## src/rtl/irq_agg_pkg.sv

```systemverilog
package irq_agg_pkg;
  localparam int REG_W = 32;

  // status group
  localparam logic [REG_W-1:0] ST_STICKY_MASK   = 32'h3F3F_0000;
  localparam logic [REG_W-1:0] ST_INTERNAL_MASK = 32'h3800_0000;
  localparam int ST_PEND_BIT = 0;
  localparam int ST_SPI_BIT  = 1;
  localparam int ST_INT_BIT  = 2;

  // interrupt flag group
  localparam logic [REG_W-1:0] FL_STICKY_MASK = 32'h00FD_E500;
  localparam logic [REG_W-1:0] FL_GATED_MASK  = 32'h0069_C500;
  localparam logic [REG_W-1:0] FL_NMI_MASK    = FL_STICKY_MASK & ~FL_GATED_MASK;
  localparam int FL_CTRL_BIT   = 1;
  localparam int FL_SPIERR_BIT = 3;

  localparam int GSTAT_W = 8;

  // byte offsets
  localparam int OFF_STATUS  = 'h00;
  localparam int OFF_ERRMASK = 'h04;
  localparam int OFF_FLAGS   = 'h08;
  localparam int OFF_ENABLE  = 'h0C;
endpackage

```

## src/rtl/irq_w1c_bank.sv

```systemverilog
module irq_w1c_bank #(
  parameter int W = 32,
  parameter logic [W-1:0] KEEP = '1
) (
  input  logic         clk,
  input  logic         rst,
  input  logic [W-1:0] evt,
  input  logic         clr_en,
  input  logic [W-1:0] clr_data,
  output logic [W-1:0] q
);
  logic [W-1:0] clr;
  logic [W-1:0] q_r;

  assign clr = clr_en ? clr_data : '0;

  // event set has priority over a same-cycle clear
  always_ff @(posedge clk) begin
    if (rst) q_r <= '0;
    else     q_r <= ((q_r & ~clr) | evt) & KEEP;
  end

  assign q = q_r;

  AST_EVT_SETS: assert property (@(posedge clk) disable iff (rst)
    (!rst && |(evt & KEEP)) |=> ((q & $past(evt & KEEP)) == $past(evt & KEEP)));

  AST_CLR_NEEDS_WRITE: assert property (@(posedge clk) disable iff (rst)
    !rst |=> (($past(q) & ~q & ~$past(clr)) == '0));
endmodule

```

## src/rtl/irq_cfg_reg.sv

```systemverilog
module irq_cfg_reg #(
  parameter int W = 32,
  parameter logic [W-1:0] KEEP = '1
) (
  input  logic         clk,
  input  logic         rst,
  input  logic         wr,
  input  logic [W-1:0] wdata,
  output logic [W-1:0] q
);
  logic [W-1:0] q_r;

  always_ff @(posedge clk) begin
    if (rst)     q_r <= '0;
    else if (wr) q_r <= wdata & KEEP;
  end

  assign q = q_r;

  AST_CFG_HOLD: assert property (@(posedge clk) disable iff (rst)
    (!rst && !wr) |=> $stable(q));
endmodule

```

## src/rtl/irq_agg_top.sv

```systemverilog
module irq_agg_top
  import irq_agg_pkg::*;
#(
  parameter int ADDR_W = 8
) (
  input  logic              clk,
  input  logic              rst,
  input  logic              reg_wr,
  input  logic [ADDR_W-1:0] reg_addr,
  input  logic [31:0]       reg_wdata,
  output logic [31:0]       reg_rdata,
  input  logic [31:0]       st_evt,
  input  logic [31:0]       fl_evt,
  input  logic              ctrl_irq,
  output logic [7:0]        gstat,
  output logic              irq_n
);
  localparam logic [ADDR_W-1:0] A_STATUS  = ADDR_W'(OFF_STATUS);
  localparam logic [ADDR_W-1:0] A_ERRMASK = ADDR_W'(OFF_ERRMASK);
  localparam logic [ADDR_W-1:0] A_FLAGS   = ADDR_W'(OFF_FLAGS);
  localparam logic [ADDR_W-1:0] A_ENABLE  = ADDR_W'(OFF_ENABLE);

  logic wr_status, wr_mask, wr_flags, wr_enable;
  logic [REG_W-1:0] st_q, mask_q, fl_q, en_q;
  logic [REG_W-1:0] st_view, fl_view, rd_mux;
  logic spi_sum, int_sum, pending, ctrl_q;
  logic [REG_W-1:0] rdata_q;
  logic [GSTAT_W-1:0] gstat_q;
  logic irq_n_q;

  assign wr_status = reg_wr && (reg_addr == A_STATUS);
  assign wr_mask   = reg_wr && (reg_addr == A_ERRMASK);
  assign wr_flags  = reg_wr && (reg_addr == A_FLAGS);
  assign wr_enable = reg_wr && (reg_addr == A_ENABLE);

  irq_w1c_bank #(.W(REG_W), .KEEP(ST_STICKY_MASK)) u_status (
    .clk(clk), .rst(rst), .evt(st_evt),
    .clr_en(wr_status), .clr_data(reg_wdata), .q(st_q));

  irq_cfg_reg #(.W(REG_W), .KEEP(ST_STICKY_MASK)) u_errmask (
    .clk(clk), .rst(rst), .wr(wr_mask), .wdata(reg_wdata), .q(mask_q));

  irq_w1c_bank #(.W(REG_W), .KEEP(FL_STICKY_MASK)) u_flags (
    .clk(clk), .rst(rst), .evt(fl_evt),
    .clr_en(wr_flags), .clr_data(reg_wdata), .q(fl_q));

  irq_cfg_reg #(.W(REG_W), .KEEP(FL_GATED_MASK)) u_enable (
    .clk(clk), .rst(rst), .wr(wr_enable), .wdata(reg_wdata), .q(en_q));

  // controller line mirror
  always_ff @(posedge clk) begin
    if (rst) ctrl_q <= 1'b0;
    else     ctrl_q <= ctrl_irq;
  end

  // first-level roll-up
  assign spi_sum = |(st_q & ~mask_q);
  assign int_sum = |(st_q & ST_INTERNAL_MASK);

  // second-level roll-up
  assign pending = (|(fl_q & en_q & FL_GATED_MASK)) | (|(fl_q & FL_NMI_MASK))
                 | spi_sum | ctrl_q;

  always_comb begin
    st_view = st_q;
    st_view[ST_PEND_BIT] = pending;
    st_view[ST_SPI_BIT]  = spi_sum;
    st_view[ST_INT_BIT]  = int_sum;
    fl_view = fl_q;
    fl_view[FL_SPIERR_BIT] = spi_sum;
    fl_view[FL_CTRL_BIT]   = ctrl_q;
  end

  always_comb begin
    rd_mux = '0;
    if (reg_addr == A_STATUS)  rd_mux = st_view;
    if (reg_addr == A_ERRMASK) rd_mux = mask_q;
    if (reg_addr == A_FLAGS)   rd_mux = fl_view;
    if (reg_addr == A_ENABLE)  rd_mux = en_q;
  end

  always_ff @(posedge clk) begin
    if (rst) begin
      rdata_q <= '0;
      gstat_q <= '0;
      irq_n_q <= 1'b1;
    end else begin
      rdata_q <= rd_mux;
      gstat_q <= fl_view[GSTAT_W-1:0];
      irq_n_q <= ~pending;
    end
  end

  assign reg_rdata = rdata_q;
  assign gstat     = gstat_q;
  assign irq_n     = irq_n_q;

  AST_CTRL_IRQ: assert property (@(posedge clk) disable iff (rst)
    (!rst && ctrl_q) |=> !irq_n);
  AST_SPI_IRQ: assert property (@(posedge clk) disable iff (rst)
    (!rst && spi_sum) |=> !irq_n);
  AST_IRQ_RELEASE: assert property (@(posedge clk) disable iff (rst)
    (!rst && fl_q == '0 && !spi_sum && !ctrl_q) |=> irq_n);
  AST_GSTAT_CTRL: assert property (@(posedge clk) disable iff (rst)
    (!rst && ctrl_q) |=> gstat[FL_CTRL_BIT]);
endmodule

```

## config.mk

```make
export PLATFORM = sky130hd
export DESIGN_NAME = irq_agg_top
export DESIGN_NICKNAME = d
export VERILOG_FILES = /design/src/rtl/irq_agg_pkg.sv /design/src/rtl/irq_w1c_bank.sv /design/src/rtl/irq_cfg_reg.sv /design/src/rtl/irq_agg_top.sv
export SDC_FILE = /design/constraint.sdc
export NUM_CORES = 1
export LEC_CHECK = 0
export BUFFER_PORTS_ARGS = -buffer_cell sky130_fd_sc_hd__buf_2
export CAP_MARGIN = 0
export CORE_AREA = 5 5 118 120
export DETAILED_ROUTE_END_ITERATION = 8
export DIE_AREA = 0 0 123 125
export SYNTH_ARGS = -nofsm -noshare
export SYNTH_HDL_FRONTEND = slang
export SYNTH_HIERARCHICAL = 1
export SYNTH_SLANG_ARGS = --single-unit
```

## constraint.sdc

```tcl
create_clock -name clk -period 2.45 [get_ports clk]
set_input_delay 0.49 -clock clk [delete_from_list [all_inputs] [get_ports clk]]
set_output_delay 0.49 -clock clk [all_outputs]
set_load 0.01 [all_outputs]
```

# Word level (Yosys, flattened, before mapping)
# Index checks and enable logic that the tools add are counted.
# Widths: inputs -> output; s select.
[word_totals] ram_bits=0 out_inout_bits=41 memories=0 rom_bits=0 reg_bits=86 latch_bits=0
[classes] n_bitwise=13 n_mul=0 div_mod_pow=0 shifts=0 n_eq_ne=3 mux=6 addsub=0 order_cmp=0 reduce_logical=10
[ops] operator="$mux 32" count=2
[ops] operator="$mux 30" count=2
[ops] operator="$and 30x32->32" count=1
[ops] operator="$not 30->32" count=1
[ops] operator="$reduce_or 32->1" count=1
[ops] operator="$and 30x30->30" count=1
[ops] operator="$not 30->30" count=1
[ops] operator="$or 30x30->30" count=1
[ops] operator="$and 24x24->24" count=1
[ops] operator="$mux 24" count=1
[ops] operator="$not 24->24" count=1
[ops] operator="$or 24x24->24" count=1
[ops] operator="$and 23x23->23" count=1
[ops] operator="$mux 23" count=1
[ops] operator="$eq 8x4->1 const B" count=2
[ops] operator="$eq 8x3->1 const B" count=1
[ops] operator="$logic_not 8->1" count=1
[ops] operator="$reduce_or 8->1" count=1
[ops] operator="$logic_and 1x1->1" count=4
[ops] operator="$reduce_or 4->1" count=1
[ops] operator="$or 1x1->1" count=3
[ops] operator="$reduce_or 3->1" count=1
[ops] operator="$reduce_or 2->1" count=1
[ops] operator="$not 1->1" count=1

# Longest topological paths before layout
[logic_depth] word_depth=9 mapped_depth=8 mapped_depth_nobuf=6

# Modules after synthesis
# Netlist, hierarchy kept.
[by_module_without_submodules] module="irq_agg_top" area_each_um2=2238.4 instances=1 cells_per_inst=306
[by_module_without_submodules] module="irq_w1c_bank" area_each_um2=611.8 instances=2 cells_per_inst=71
[by_module_without_submodules] module="irq_cfg_reg at u_errmask" area_each_um2=574.3 instances=1 cells_per_inst=59
[by_module_without_submodules] module="irq_cfg_reg at u_enable" area_each_um2=469.2 instances=1 cells_per_inst=51

# Least setup slack after synthesis
# No wires, ideal clock.
[synth_path] kind="input to register" startpoint="input reg_addr[5]" endpoint="register u_enable.q_r[10] (netlist: u_enable/q[10])" stages=8 arrival_time_ps=2146 setup_time_ps=124 slack_ps=180 t_required_ps=2326 path_cell_list="or4_1 nor3_1 nand3_1 clkbuf_1 nor2_1 buf_6 mux2i_1 nor2_1"
[synth_via] elab_chain_cells=2
[synth_lines] item="from (decl)" line_no="irq_agg_top.sv:9" rtl="input logic [ADDR_W-1:0] reg_addr,"
[synth_lines] item="$eq 8x4->1" line_no="irq_agg_top.sv:34" rtl="assign wr_enable = reg_wr && (reg_addr == A_ENABLE);"
[synth_lines] item="$logic_and 1x1->1" line_no="irq_agg_top.sv:34"
[synth_lines] item="net wr_enable" line_no="irq_agg_top.sv:23" rtl="logic wr_status, wr_mask, wr_flags, wr_enable;"
[synth_lines] item="to (signal assigned)" line_no="irq_cfg_reg.sv:15" rtl="else if (wr) q_r <= wdata & KEEP;"
[synth_lines] item="to (decl)" line_no="irq_cfg_reg.sv:11" rtl="logic [W-1:0] q_r;"
# The timed path passes the listed nets, and every way through them passes these cells.
# A chain may end at the register's enable or synchronous reset.

# Worst setup path in the final report
[layout_path] startpoint="input reg_addr[5]" endpoint="register rdata_q[4] (netlist: reg_rdata[4])"
[layout_via] elab_chain_cells=3 word_cells_on_any_way=6
[layout_lines] item="$eq 8x3->1" line_no="irq_agg_top.sv:77" rtl="if (reg_addr == A_ERRMASK) rd_mux = mask_q;"
[layout_lines] item="$mux 32" line_no="irq_agg_top.sv:77"
[layout_lines] item="$mux 32" line_no="irq_agg_top.sv:78" rtl="if (reg_addr == A_FLAGS) rd_mux = fl_view;"
[layout_lines] item="to (signal assigned)" line_no="irq_agg_top.sv:88" rtl="rdata_q <= rd_mux;"
[layout_lines] item="to (decl)" line_no="irq_agg_top.sv:27" rtl="logic [REG_W-1:0] rdata_q;"
# Several ways; a longest one is shown, not always the timed one.

==> impl_metrics.tcl <==
set metrics [dict create \
    outcome "completed" \
    dr.pass1.iters 4 \
    drt_first_iter_violations 159 \
    antenna_found_initial 1 \
    drt-met1-wl_mm 5.29 \
    drive_gt1_frac 0.212 \
    met3WireLength_um 697 \
    place_area_um2 4810 \
    rows 42 \
    die_h_um 125 \
    synth.avg_cell_area_um2 8.08 \
    cp_max_fo 15 \
    worstSetupPathType "input port to flip-flop" \
    grt_overflow 0 \
    vias 3672 \
    wire_per_inst_um 13.3 \
    die_w_um 123 \
    drc 0 \
    fin_crit_ns 2.02 \
    final_util 0.398 \
    fin_cells 826 \
    hpwlAfterDp_mm 8.28 \
    vias_per_cell 4.45 \
    setup-violations-final 0 \
    crit_path_start_kind "input port" \
    place_ws_ns 0.0934 \
    peakVddDrop_mv 0.275 \
    routed-wl-met2_mm 4.81 \
    cts_setup_buffers 0 \
    finalWirelength_mm 11.0 \
    r2r_start "u_status/q[16]" \
    cp-end-kind "flip-flop" \
    cts_tree "yes" \
    rsz0062_at_grt "false" \
    path_clk_slew_ns 0.06 \
    crit_start "reg_addr[5]" \
    hp-class "input port to flip-flop" \
    cts_root_buf "clkbuf_16" \
    area_delta_synth_final_pct 14.0 \
    finalWorstSetupSlack_ns 0.431 \
    yosysWarningCount 6 \
    n_antenna_cell 0 \
    start_util 0.349 \
    grt_usage 0.146 \
    ant_nets 0 \
    grt_max_degree 56 \
    postCtsHoldBufs 0 \
    finalCritPeriodShare 0.824 \
    slew_headroom 0.597 \
    fin_area_um2 5120 \
    grt_pass1_vias 3547 \
    post_cts_resized 0 \
    gp_congestion 0.884 \
    port_buffers 95 \
    drv_cap 0 \
    synth_area_um2 4490 \
    dr.max_layer_used "met5" \
    grt_pass1_wl_mm 17.8 \
    max_clock_freq_mhz 495 \
    dp_cells 810 \
    cts_buffers 9 \
    core_um2 12900 \
    cts-htree-levels 3 \
    required_ns 2.69 \
    p_leak_uw 0.00233 \
    clockBufferDepth 2 \
    clkSinkCount 86 \
    finalHoldViolCount 0 \
    tightestPinTransition_ns 0.604 \
    insertion_delay_ns 0.33 \
    die-area_um2 15400 \
    cp.arrival_ns 2.26 \
    slew_violations 0 \
    hold_start "reg_wdata[23]" \
    final.setup_skew_ns 0.00592 \
    finalSetupTns_ns 0 \
    num_io_pins 149 \
    postSynthCellCount 556 \
    final_nets 753 \
    powerDensity_nw_per_um2 623 \
]
-- through the flow --
stage | total power (uW) | hold WS [ns]
after CTS | 3210 | 0.333
final | 3190 | 0.341
after global routing | 3340 | 0.348
after global placement | 1800 | 0.469
after floorplan | 1780 | 0.454
after detailed placement | 1810 | 0.482
-- cell type report --
cell class | instances | area (um^2)
sequential | 86 | 1720
fill | 1336 | 7760
timing repair buffer | 112 | 603
multi-input combinational | 379 | 2050
clock inverter | 5 | 57.6
tap | 176 | 220
inverter | 57 | 214
clock buffer | 11 | 253
-- routing by layer --
metal | GRT usage | up-vias
met2 | 0.219 | 103
met3 | 0.0343 | 20
met5 | 0 | -
li1 | - | 1913
met4 | 0.0567 | 2
met1 | 0.202 | 1634
-- path summary, 6_finish.rpt --
path,end,slack (ns),cells past startpoint
max,reg_rdata[4],0.43,5
max reg2reg,reg_rdata[3],0.94,5
min reg2reg,u_status/q[26],0.49,2
min,u_flags/q[23],0.34,2
-- cells in the final DEF (no fill, tap or decap), drive strengths merged, types with 3 or more instances in the layout --
cell type  instances
a21o               3
a311oi            24
buf              112
clkbuf            11
clkinv             4
conb              82
dfxtp             86
inv               57
mux2i             22
nand2             30
nor2              79
nor2b              8
nor3              30
nor4               5
o21ai             28
o22ai             45
-- state kept, by name, summed over array words and instances, names as in the netlist --
signal       count
reg_rdata       32
u_errmask/q     12
u_flags/q       12
u_status/q      12
gstat            8
u_enable/q       8
ctrl_q           1
irq_n            1
-- where the power goes --
| part | internal [uW] | switching (uW) |
|---|---|---|
| Combinational | 128 | 193 |
| Sequential | 1440 | 25.1 |
| Clock | 846 | 558 |
-- critical path: stages --
cell and delay [ns]:
buf_2 0.09, or4_1 0.53, or4_1 0.62, buf_4 0.28, nor3_1 0.24
No activity file was read; power rests on OpenSTA's default activity.
